==> src/rtl/srs_pkg.sv <==
package srs_pkg;
    localparam int ADDR_W = 7;
    localparam int DATA_W = 16;
    localparam int HDR_W  = ADDR_W + 1;
    localparam int CNT_W  = $clog2(DATA_W + 1);

    typedef enum logic [1:0] {
        ST_WAIT  = 2'd0,
        ST_HDR   = 2'd1,
        ST_WDATA = 2'd2,
        ST_RDATA = 2'd3
    } srs_state_e;
endpackage

==> src/rtl/srs_sync.sv <==
module srs_sync #(
    parameter int             W       = 1,
    parameter logic [W-1:0]   RST_VAL = '0
) (
    input  logic         clk,
    input  logic         rst_n,
    input  logic [W-1:0] d,
    output logic [W-1:0] q
);
    logic [W-1:0] meta;

    for (genvar g = 0; g < W; g++) begin : g_bit
        always_ff @(posedge clk or negedge rst_n) begin
            if (!rst_n) begin
                meta[g] <= RST_VAL[g];
                q[g]    <= RST_VAL[g];
            end else begin
                meta[g] <= d[g];
                q[g]    <= meta[g];
            end
        end
    end
endmodule

==> src/rtl/srs_frame_fsm.sv <==
module srs_frame_fsm
    import srs_pkg::*;
(
    input  logic              clk,
    input  logic              rst_n,
    input  logic              clr_s,
    input  logic              stb_rise,
    input  logic              din_s,
    input  logic [DATA_W-1:0] rd_word,
    output logic [ADDR_W-1:0] look_addr,
    output logic              wr_en,
    output logic [ADDR_W-1:0] wr_addr,
    output logic [DATA_W-1:0] wr_data,
    output logic              dout,
    output srs_state_e        state
);
    localparam logic [CNT_W-1:0] HDR_LAST = CNT_W'(HDR_W - 1);
    localparam logic [CNT_W-1:0] WR_LAST  = CNT_W'(DATA_W - 1);
    localparam logic [CNT_W-1:0] RD_END   = CNT_W'(DATA_W);

    srs_state_e        nxt;
    logic [CNT_W-1:0]  cnt;
    logic [HDR_W-2:0]  hdr_sr;
    logic [DATA_W-1:0] data_sr;
    logic              rd_flag;

    // After seven captures the first header bit sits at the top of hdr_sr.
    assign rd_flag   = hdr_sr[HDR_W-2];
    assign look_addr = {hdr_sr[ADDR_W-2:0], din_s};

    // Next-state logic
    always_comb begin
        nxt = state;
        if (!clr_s) begin
            nxt = ST_HDR;
        end else if (stb_rise) begin
            unique case (state)
                ST_WAIT:  nxt = ST_WAIT;
                ST_HDR:   if (cnt == HDR_LAST) nxt = rd_flag ? ST_RDATA : ST_WDATA;
                ST_WDATA: if (cnt == WR_LAST)  nxt = ST_WAIT;
                ST_RDATA: if (cnt == RD_END)   nxt = ST_WAIT;
                default:  nxt = ST_WAIT;
            endcase
        end
    end

    // State register
    always_ff @(posedge clk or negedge rst_n) begin
        if (!rst_n) state <= ST_WAIT;
        else        state <= nxt;
    end

    // Bit counter and shift registers
    always_ff @(posedge clk or negedge rst_n) begin
        if (!rst_n) begin
            cnt     <= '0;
            hdr_sr  <= '0;
            data_sr <= '0;
            wr_addr <= '0;
        end else if (!clr_s) begin
            cnt    <= '0;
            hdr_sr <= '0;
        end else if (stb_rise) begin
            unique case (state)
                ST_HDR: begin
                    hdr_sr <= {hdr_sr[HDR_W-3:0], din_s};
                    if (cnt == HDR_LAST) begin
                        cnt     <= '0;
                        wr_addr <= look_addr;
                        data_sr <= rd_word;
                    end else begin
                        cnt <= cnt + 1'b1;
                    end
                end
                ST_WDATA: begin
                    data_sr <= {data_sr[DATA_W-2:0], din_s};
                    cnt     <= cnt + 1'b1;
                end
                ST_RDATA: begin
                    data_sr <= {data_sr[DATA_W-2:0], 1'b0};
                    if (cnt != RD_END) cnt <= cnt + 1'b1;
                end
                default: ;
            endcase
        end
    end

    // Outputs: serial data-out and write pulse
    always_ff @(posedge clk or negedge rst_n) begin
        if (!rst_n) begin
            dout    <= 1'b0;
            wr_en   <= 1'b0;
            wr_data <= '0;
        end else begin
            wr_en <= 1'b0;
            if (!clr_s) begin
                dout <= 1'b0;
            end else if (stb_rise) begin
                unique case (state)
                    ST_WDATA: begin
                        if (cnt == WR_LAST) begin
                            wr_en   <= 1'b1;
                            wr_data <= {data_sr[DATA_W-2:0], din_s};
                        end
                    end
                    ST_RDATA: dout <= (cnt == RD_END) ? 1'b0 : data_sr[DATA_W-1];
                    default:  dout <= 1'b0;
                endcase
            end
        end
    end
endmodule

==> src/rtl/srs_regbank.sv <==
module srs_regbank
    import srs_pkg::*;
#(
    parameter int                NUM_FUNC    = 2,
    parameter int                NUM_PIN     = 3,
    parameter int                FUNC_BASE   = 'h20,
    parameter int                PINEN_BASE  = 'h30,
    parameter int                PINDIR_BASE = 'h40,
    parameter int                PLAT_ADDR   = 'h10,
    parameter int                FWID_ADDR   = 'h11,
    parameter logic [DATA_W-1:0] PLAT_WORD   = 16'h5A01,
    parameter logic [DATA_W-1:0] FWID_WORD   = 16'h3027
) (
    input  logic                       clk,
    input  logic                       rst_n,
    input  logic                       wr_en,
    input  logic [ADDR_W-1:0]          wr_addr,
    input  logic [DATA_W-1:0]          wr_data,
    input  logic [ADDR_W-1:0]          rd_addr,
    output logic [DATA_W-1:0]          rd_data,
    output logic [NUM_FUNC*DATA_W-1:0] func_en,
    output logic [NUM_PIN*DATA_W-1:0]  pin_en,
    output logic [NUM_PIN*DATA_W-1:0]  pin_dir
);
    logic [DATA_W-1:0] func_q [NUM_FUNC];
    logic [DATA_W-1:0] pen_q  [NUM_PIN];
    logic [DATA_W-1:0] pdir_q [NUM_PIN];

    for (genvar g = 0; g < NUM_FUNC; g++) begin : g_func
        localparam logic [ADDR_W-1:0] A = ADDR_W'(FUNC_BASE + g);
        always_ff @(posedge clk or negedge rst_n) begin
            if (!rst_n)                       func_q[g] <= '0;
            else if (wr_en && wr_addr == A)   func_q[g] <= wr_data;
        end
        assign func_en[g*DATA_W +: DATA_W] = func_q[g];
    end

    for (genvar g = 0; g < NUM_PIN; g++) begin : g_pin
        localparam logic [ADDR_W-1:0] AE = ADDR_W'(PINEN_BASE + g);
        localparam logic [ADDR_W-1:0] AD = ADDR_W'(PINDIR_BASE + g);
        always_ff @(posedge clk or negedge rst_n) begin
            if (!rst_n) begin
                pen_q[g]  <= '0;
                pdir_q[g] <= '0;
            end else if (wr_en) begin
                if (wr_addr == AE) pen_q[g]  <= wr_data;
                if (wr_addr == AD) pdir_q[g] <= wr_data;
            end
        end
        assign pin_en[g*DATA_W +: DATA_W]  = pen_q[g];
        assign pin_dir[g*DATA_W +: DATA_W] = pdir_q[g];
    end

    always_comb begin
        rd_data = '0;
        if (rd_addr == ADDR_W'(PLAT_ADDR)) rd_data = PLAT_WORD;
        if (rd_addr == ADDR_W'(FWID_ADDR)) rd_data = FWID_WORD;
        for (int i = 0; i < NUM_FUNC; i++)
            if (rd_addr == ADDR_W'(FUNC_BASE + i)) rd_data = func_q[i];
        for (int i = 0; i < NUM_PIN; i++) begin
            if (rd_addr == ADDR_W'(PINEN_BASE + i))  rd_data = pen_q[i];
            if (rd_addr == ADDR_W'(PINDIR_BASE + i)) rd_data = pdir_q[i];
        end
    end
endmodule

==> src/rtl/strobe_regslave.sv <==
module strobe_regslave
    import srs_pkg::*;
#(
    parameter int          NUM_FUNC    = 2,
    parameter int          NUM_PIN     = 3,
    parameter int          FUNC_BASE   = 'h20,
    parameter int          PINEN_BASE  = 'h30,
    parameter int          PINDIR_BASE = 'h40,
    parameter logic [7:0]  BOARD_CODE  = 8'h5A,
    parameter logic [3:0]  FW_BUILD    = 4'h3,
    parameter logic [3:0]  FW_MINOR    = 4'h2,
    parameter logic [3:0]  FW_PATCH    = 4'h7
) (
    input  logic                       clk,
    input  logic                       rst_n,
    input  logic                       clr_n_pin,
    input  logic                       stb_pin,
    input  logic                       din_pin,
    output logic                       dout_pin,
    output logic [NUM_FUNC*DATA_W-1:0] func_en_o,
    output logic [NUM_PIN*DATA_W-1:0]  pin_en_o,
    output logic [NUM_PIN*DATA_W-1:0]  pin_dir_o
);
    localparam logic [7:0]        MFR_CODE  = 8'h01;
    localparam logic [DATA_W-1:0] PLAT_WORD = {BOARD_CODE, MFR_CODE};
    localparam logic [DATA_W-1:0] FWID_WORD = {FW_BUILD, 4'h0, FW_MINOR, FW_PATCH};

    logic              clr_s, stb_s, din_s, stb_q, stb_rise;
    logic [ADDR_W-1:0] look_addr, wr_addr;
    logic [DATA_W-1:0] rd_word, wr_data;
    logic              wr_en;
    srs_state_e        state;

    srs_sync #(.W(3), .RST_VAL(3'b110)) u_sync (
        .clk   (clk),
        .rst_n (rst_n),
        .d     ({clr_n_pin, stb_pin, din_pin}),
        .q     ({clr_s, stb_s, din_s})
    );

    always_ff @(posedge clk or negedge rst_n) begin
        if (!rst_n) stb_q <= 1'b1;
        else        stb_q <= stb_s;
    end
    assign stb_rise = stb_s & ~stb_q;

    srs_frame_fsm u_fsm (
        .clk       (clk),
        .rst_n     (rst_n),
        .clr_s     (clr_s),
        .stb_rise  (stb_rise),
        .din_s     (din_s),
        .rd_word   (rd_word),
        .look_addr (look_addr),
        .wr_en     (wr_en),
        .wr_addr   (wr_addr),
        .wr_data   (wr_data),
        .dout      (dout_pin),
        .state     (state)
    );

    srs_regbank #(
        .NUM_FUNC    (NUM_FUNC),
        .NUM_PIN     (NUM_PIN),
        .FUNC_BASE   (FUNC_BASE),
        .PINEN_BASE  (PINEN_BASE),
        .PINDIR_BASE (PINDIR_BASE),
        .PLAT_WORD   (PLAT_WORD),
        .FWID_WORD   (FWID_WORD)
    ) u_bank (
        .clk     (clk),
        .rst_n   (rst_n),
        .wr_en   (wr_en),
        .wr_addr (wr_addr),
        .wr_data (wr_data),
        .rd_addr (look_addr),
        .rd_data (rd_word),
        .func_en (func_en_o),
        .pin_en  (pin_en_o),
        .pin_dir (pin_dir_o)
    );
endmodule

==> config.mk <==
export PLATFORM = sky130hd
export DESIGN_NAME = strobe_regslave
export DESIGN_NICKNAME = d
export VERILOG_FILES = /design/src/rtl/srs_pkg.sv /design/src/rtl/srs_sync.sv /design/src/rtl/srs_frame_fsm.sv /design/src/rtl/srs_regbank.sv /design/src/rtl/strobe_regslave.sv
export SDC_FILE = /design/constraint.sdc
export NUM_CORES = 1
export LEC_CHECK = 0
export BUFFER_PORTS_ARGS = -buffer_cell sky130_fd_sc_hd__buf_2
export CAP_MARGIN = 15
export CORE_MARGIN = 10
export CORE_UTILIZATION = 49
export DETAILED_ROUTE_END_ITERATION = 7
export GPL_TIMING_DRIVEN = 0
export PLACE_DENSITY_LB_ADDON = 0.1
export SYNTH_ARGS = -nofsm -noshare
export SYNTH_HDL_FRONTEND = slang
export SYNTH_SLANG_ARGS = --single-unit
==> constraint.sdc <==
create_clock -name clk -period 2.77 [get_ports clk]
set_input_delay 0.554 -clock clk [delete_from_list [all_inputs] [get_ports clk]]
set_output_delay 0.554 -clock clk [all_outputs]
set_load 0.01 [all_outputs]
==> run summary, run 1 <==
For this design the total switching power over the nets is 0.00130 W. The fraction of power spent switching nets came out at 0.222. The die outline area is 23700 um2.

The worst setup path is of the register to register kind. The residual antenna-violating net count after detailed routing is 0. Dividing the detail-routed wire length by the instance count gives 25.3 um. The share of the clock period used by the worst path came out at 0.923. The average via count per standard cell is 6.17. The tightest min-delay check is of the input pin to async pin type. The worst setup path is captured at a register. The flow ran to the end, and the final reports show no timing, DRC or antenna violations. The via count of the first global-routing pass is 7121. The total of warnings raised by yosys is 0. In this run the standard cell core region covers 17500 um2. The total routing usage reported by global routing came out at 0.235. The row count is 48. The internal power summed over all cells came out at 0.00454 W. After detailed routing, the total wire length is 27900 um. The synthesized area per cell came out at 12.3 um2. The number of instances in the synthesized netlist came out at 715. The detailed router's first-iteration violation count is 620. The number of max-slew violations in the final report came out at 0.

The die height is 154 um. Counting every sink on the clock net gives 190. For this run the aggregate overflow at the end of global routing stands at 0. The count of cells resized by post-cts repair is 0. The final RePlAce weighted congestion is 0.925. The total number of vias is 6827. The pin count of the biggest net entering global routing came out at 106. The hold violation total from the final report was 0. Clock-pin slew was measured on the worst setup and hold paths at 0.07 ns.

For this run, design rule violations remaining after detail routing come to 0. The transition at the pin with the smallest max-transition slack came out at 1.10 ns. The static leakage is 5.43 nW. STA classifies the critical path startpoint as a register. At the placement stage, the worst setup path has a slack of 0.301 ns.

Measured on the finished design, the core utilization comes to 0.598. Of the total power, registers draw 0.489. Setup violations remaining at the end of the flow were counted as 0. Synthesis instantiated 62 different standard cells from the library. The minimum clock period after layout is 2.56 ns. The initial antenna violation count was 0. The post-synth net total came out at 723. The H-tree was split into 4 levels. Setup slack closes at 0.212 ns. The combinational fraction of design power came out at 0.038. The net count reported at finish came out at 876.

For this configuration, the core starts out at a cell density of 0.503. Of the cells placed in the final design, the portion with a size suffix greater than 1 is 0.409. The achievable frequency came out at 0.391 GHz.

In this run the tightest slew margin relative to its limit is 0.261. In the synthesized netlist the async set-or-reset flop fraction comes to 1.00. The post-detailed-placement half-perimeter wirelength came out at 19500 um. The setup clock skew after layout is 0.00740 ns. The count of placed standard cells including taps is 1074. The number of top-level pins is 134. The wire length of the first global-routing pass is 43600 um. For this run, the leading register cell type out of synthesis is dfrtp_1. The clock tree buffer depth is 2.

In this run the power density over the cells is 559 nW/um2. The worst-case vdd ir drop is 0.432 mV. The antenna diode count is 0. The aggregate negative setup slack is 0 ns. The number of max-cap violations came out at 0. The number of iterations in the first detailed-routing pass is 5. The post-route non-filler standard cell count came out at 1106. The netlist area before placement is 8800 um2. The clock tree from TritonCTS is done. The number of buffers inserted by post-CTS setup repair is 0. The number of buffer cells added on primary ports came out at 133. The worst path arrival time is 2.90 ns. The total design power is 0.00584 W. Setup repair after global routing left no endpoint under its margin.

The area added between synthesis and finish is 18.7%. For the worst-skew pair, the clock arrives at the later sink with an insertion delay of 0.43 ns. The largest fanout of any net on the critical path is 10. The sequential cell area fraction in the yosys report is 0.541. The buffer cell driving the clock tree root is clkbuf_16.

Counting flops and latches in the post-synthesis netlist gives 190. TritonCTS created 17 clock buffers. At the worst endpoint, the required time is 3.11 ns. The horizontal die dimension is 154 um. The number of synthesized flops with an enable pin came out at 0.

The quantity of hold-fixing buffers added after cts came out at 0. The clock network power share came out at 0.473.
[cell families after synthesis]
family,Yosys count,synth area share
flip-flops,190,0.541
AO/OA/AOI/OAI,173,0.137
AND/OR/NAND/NOR,145,0.0973
multiplexers,147,0.188
adder cells (fa/ha/maj),3,0.00427
buffers and inverters,57,0.0321
[worst max-delay path, cell delays in order (launching register included)]
cell	delay, ns
dfrtp_1	0.37
buf_4	0.19
nor3b_2	0.57
buf_2	0.37
buf_2	0.38
a2bb2oi_1	0.12
o22ai_1	0.15
nor3_1	0.07
nor3_1	0.22
[power by group through the flow]
| stage | combinational (W) | sequential, W | clock, W |
|---|---|---|---|
| final | 0.000223 | 0.00286 | 0.00276 |
| after CTS | 0.000223 | 0.00285 | 0.00278 |
| after floorplan | 0.000113 | 0.00289 | 0 |
| after global placement | 0.000205 | 0.00290 | 0 |
| after detailed placement | 0.000223 | 0.00291 | 0 |
| after global routing | 0.000247 | 0.00286 | 0.00290 |
[layer usage]
| layer | vias to the layer above | track usage | share of wire |
|---|---|---|---|
| met2 | 269 | 0.378 | 0.48 |
| li1 | 2960 | - | - |
| met1 | 3555 | 0.311 | 0.43 |
| met4 | 0 | 0.0810 | 0.025 |
| met3 | 43 | 0.0452 | 0.063 |
| met5 | - | 0 | 0 |
[area by class of cell]
cell class                 instances  area, um2
sequential                       190       4760
multi-input combinational        468       3750
timing repair buffer             134        703
clock buffer                      20        457
clock inverter                    12        206
inverter                           6       22.5
fill                            1444       7030
buffer                            51        260
tap                              225        282
[per-stage QoR]
step	area, um2	hold WS, ns
floorplan	8800	0.258
global placement	9740	0.333
detailed placement	9780	0.349
CTS	10400	0.156
global route	10400	0.179
finish	10400	0.129
[flip-flops by register name, indices dropped and copies added (netlist names)]
register	count
u_bank.pin_dir	48
u_bank.pin_en	48
u_bank.func_en	32
u_fsm.data_sr	16
u_fsm.wr_data	16
u_fsm.hdr_sr	7
u_fsm.wr_addr	7
u_fsm.cnt	5
u_sync.meta	3
u_sync.q	3
u_fsm.state	2
stb_q	1
u_fsm.dout	1
u_fsm.wr_en	1
[cell usage in the layout, fill, tap and decap left out, drive strengths merged, types with 3 or more instances in the layout]
cell,netlist,routed
nand3,8,8
a22o,23,23
clkbuf,23,43
a21oi,40,40
dfrtp,185,185
and3,5,5
nand2,38,38
bufinv,0,5
or3,3,3
buf,28,162
or4b,3,3
nor2b,4,4
o22ai,24,24
dfstp,5,5
a21o,7,7
o21ai,26,26
o22a,6,6
ha,3,3
mux2i,3,3
and3b,4,4
inv,6,8
nor2,23,23
a221o,3,3
nor4bb,7,7
nand3b,3,3
nand2b,12,12
nor3b,6,6
mux2,144,144
a22oi,17,17
clkinv,0,4
a211oi,13,13
nor3,19,19
[Yosys cell counts (3+ instances only)]
cell type | n | area share
a211oi_1 | 7 | 0.0060
a211oi_2 | 6 | 0.0085
a21o_1 | 7 | 0.0060
a21oi_1 | 36 | 0.020
a21oi_2 | 4 | 0.0040
a221o_1 | 3 | 0.0034
a22o_1 | 23 | 0.023
a22oi_1 | 17 | 0.015
and3_1 | 5 | 0.0036
and3b_1 | 4 | 0.0040
buf_2 | 19 | 0.011
buf_4 | 6 | 0.0051
buf_6 | 3 | 0.0038
clkbuf_1 | 23 | 0.0098
dfrtp_1 | 185 | 0.53
dfstp_2 | 5 | 0.015
ha_1 | 3 | 0.0043
inv_1 | 6 | 0.0026
mux2_2 | 143 | 0.18
mux2i_1 | 3 | 0.0034
nand2_1 | 38 | 0.016
nand2b_1 | 12 | 0.0085
nand3_1 | 8 | 0.0046
nand3b_1 | 3 | 0.0026
nor2_1 | 21 | 0.0090
nor2b_1 | 4 | 0.0028
nor3_1 | 18 | 0.010
nor3b_1 | 4 | 0.0034
nor4bb_1 | 7 | 0.0080
o21ai_0 | 12 | 0.0068
o21ai_1 | 14 | 0.0080
o22a_1 | 6 | 0.0060
o22ai_1 | 24 | 0.017
[final timing paths]
path	startpoint	to	slack (ns)	cells past startpoint
min reg2reg	u_sync.meta[0]	u_sync.q[0]	0.35	0
max	u_fsm.hdr_sr[3]	u_fsm.data_sr[4]	0.21	8
max reg2reg	u_fsm.hdr_sr[3]	u_fsm.data_sr[4]	0.21	8
min in group clk	stb_pin	u_sync.meta[1]	0.22	1
min	rst_n	u_bank.pin_en[20]	0.13	1
max in group asynchronous	rst_n	u_bank.pin_en[6]	1.70	2
Power figures use the tool's default switching activity.
==> run 2, diff against run 1 <==
--- a/config.mk
+++ b/config.mk
@@ -8,7 +8,7 @@
 export BUFFER_PORTS_ARGS = -buffer_cell sky130_fd_sc_hd__buf_2
 export CAP_MARGIN = 15
 export CORE_MARGIN = 10
-export CORE_UTILIZATION = 49
+export CORE_UTILIZATION = 57
 export DETAILED_ROUTE_END_ITERATION = 7
 export GPL_TIMING_DRIVEN = 0
 export PLACE_DENSITY_LB_ADDON = 0.1
==> run 2 against run 1 <==
Utilization is 8.9 points higher. Register-to-register slack better by 0.07 ns. Critical endpoint is now u_fsm.data_sr[1]. First-iteration DRC count is 5.8% lower.
==> run summary, run 2 (synthesized netlist as in run 1, its figures left out) <==
The average via count per standard cell is 6.32 (+2.5%). The clock sink count is 190 (unchanged). The effective utilization at floorplan is 0.581 (+0.0775). The aggregate negative setup slack came out at 0 ns (unchanged). The number of buffer cells added on primary ports is 133 (unchanged).

The kind of cell with the highest combined delay along the critical path is buffers and inverters. The detailed router's first-iteration violation count came to 584 (-5.8%). The number of max-cap violations is 0 (unchanged). The cell count along the critical path is 8 (unchanged). The clock tree from TritonCTS is done.

The type of the most critical hold path is input pin to async pin. The initial antenna violation count is 0 (unchanged). Leaving out fill and tap cells, the most frequent cells in the layout are dfrtp_1 (185), buf_2 (151), mux2_2 (143). The largest fanout of any net on the critical path came to 10 (unchanged). Setup repair after global routing left no endpoint under its margin. The row count is 45 (-6.3%).

The wire length of the first global-routing pass came to 40900 um (-6.2%). The area of the core came out at 15100 um2 (-13%). The later-pin clock latency in the skew report came out at 0.44 ns (about the same). The number of max-slew violations in the final report is 0 (unchanged). The library cell appearing most often on the critical path is clkbuf_1.

The final cell area excluding filler cells came out at 10400 um2 (-0.41%). The worst endpoint required time came out at 3.09 ns (-0.02 ns). The number of top-level pins is 134 (unchanged).

The peak per-stage delay on the critical path came out at 0.51 ns (-0.06 ns). The worst path arrival time came to 2.80 ns (-0.10 ns). The hold violation total from the final report came to 0 (unchanged). The clock transition at the register clock pins on the worst setup and hold paths after CTS is 0.06 ns (about the same).

The aggregate routed wire length came out at 26300 um (-5.7%). The transition at the pin with the smallest max-transition slack came out at 1.11 ns (+0.00796 ns). The worst setup path is captured at a register. The pin count of the biggest net entering global routing came out at 108 (+1.9%). The critical path goes through clkbuf_1, nand2_1, or3_4, or2_1, clkbuf_1, buf_2, a211oi_2, a21oi_2. The fill cell instance count of the final layout was 1131 (-22%). The share of the core filled with cells came out at 0.687 (+0.0892). The worst-case vdd ir drop is 0.473 mV (+9.6%).

The worst slack on hold paths is 0.157 ns (+0.0278 ns). The net count reported at finish is 876 (unchanged). The power per cell area is 560 nW/um2 (about the same). The sort of element at the start of the critical path is a register.

The tree is rooted in a clkbuf_16. The achievable frequency came to 0.402 GHz (+2.8%). The worst setup slack for register-to-register paths is 0.28 ns (+0.07 ns). On the critical path, the stage with the largest delay is an instance of dfstp_2. The quantity of hold-fixing buffers added after cts came out at 0 (unchanged). The worst setup slack after layout is 0.282 ns (+0.0694 ns). The static leakage was 5.43 nW (about the same). The instance area at placement came out at 9730 um2 (-0.47%). The number of buffers inserted by post-CTS setup repair was 0 (unchanged). The antenna diode count is 0 (unchanged). The final RePlAce weighted congestion is 0.904 (-2.2%). The post-detailed-route wirelength per cell was 24.6 um (-2.4%). From synthesis to final layout, the design area changed by 18.3%. The horizontal die dimension is 144 um (-6.3%).

The via count of the first global-routing pass is 6990 (-1.8%). The total CTS buffers is 17 (unchanged). The post-detailed-placement half-perimeter wirelength came out at 18500 um (-5.1%). The combined buffer and inverter count along the critical path is 3 (unchanged).

The total number of vias came out at 6761 (-0.97%). The depth of the most critical reg-to-reg path came to 8 (unchanged). The setup clock skew after layout is 0.00670 ns (-0.000708 ns). The flow ran to the end, and the final reports show no timing, DRC or antenna violations. The clock tree buffer depth was 2 (unchanged). The classification of the worst setup path is register to register. The number of iterations in the first detailed-routing pass was 5 (unchanged).

The overall overflow remaining after global route is 0 (unchanged). Leaving out fill and tap cells, the most frequent cell in the layout is dfrtp_1. The residual antenna-violating net count after detailed routing came out at 0 (unchanged). The die outline area is 20800 um2 (-12%). The count of unresolved DRC violations after routing was 0 (unchanged). The count of endpoints failing setup in the final report is 0 (unchanged). The H-tree depth is 4 (unchanged).

The post-placement worst setup slack came out at 0.311 ns (+0.00992 ns). The total routing usage reported by global routing came out at 0.260 (+0.0245). The worst slew slack as a fraction of its limit was 0.260 (-0.00160). The share of cells above drive strength 1 is 0.407 (-0.00114).

The die height came out at 144 um (-6.3%). The minimum clock period after layout is 2.49 ns (-0.0694 ns). The share of the clock period used by the worst path is 0.898 (-0.0250). The count of cells resized by post-cts repair is 0 (unchanged).
[run 2: worst reg2reg max path: stages (launching register included)]
cell	delay, ns
dfstp_2	0.51
clkbuf_1	0.24
nand2_1	0.14
or3_4	0.41
or2_1	0.21
clkbuf_1	0.23
buf_2	0.31
a211oi_2	0.23
a21oi_2	0.08
[run 2: metal layers]
layer	wire (um)	vias to the layer above	global-route usage
met3	1830	46	0.0538
met2	12800	292	0.420
met5	0	-	0
li1	-	2968	-
met4	771	0	0.105
met1	11000	3455	0.336
[run 2: worst paths after layout]
kind                                 endpoint           start
max                          u_fsm.data_sr[1]     u_sync.q[2]
min                         u_bank.pin_en[17]           rst_n
max reg2reg                  u_fsm.data_sr[1]     u_sync.q[2]
min reg2reg                       u_sync.q[0]  u_sync.meta[0]
max in group asynchronous  u_bank.pin_dir[28]           rst_n
min in group clk               u_sync.meta[1]         stb_pin
[run 2: area by class of cell]
| cell class | instances | area [um2] | area share |
|---|---|---|---|
| timing repair buffer | 134 | 703 | 0.0676 |
| clock buffer | 23 | 488 | 0.0469 |
| sequential | 190 | 4760 | 0.458 |
| tap | 188 | 235 | 0.0226 |
| multi-input combinational | 468 | 3750 | 0.361 |
| inverter | 6 | 22.5 | 0.00217 |
| clock inverter | 9 | 179 | 0.0172 |
| buffer | 51 | 260 | 0.0250 |
[run 2: where the power goes]
group / leakage, nW / switching [W] / internal, W
registers: 2.62 / 0.0000412 / 0.00281
clock network: 0.320 / 0.00105 / 0.00170
logic: 2.48 / 0.000146 / 0.0000678
[run 2: per-stage QoR]
stage	std cells	power, W
global placement	1036	0.00311
finish	1069	0.00582
global route	1069	0.00599
detailed placement	1037	0.00312
CTS	1069	0.00583
floorplan	715	0.00301
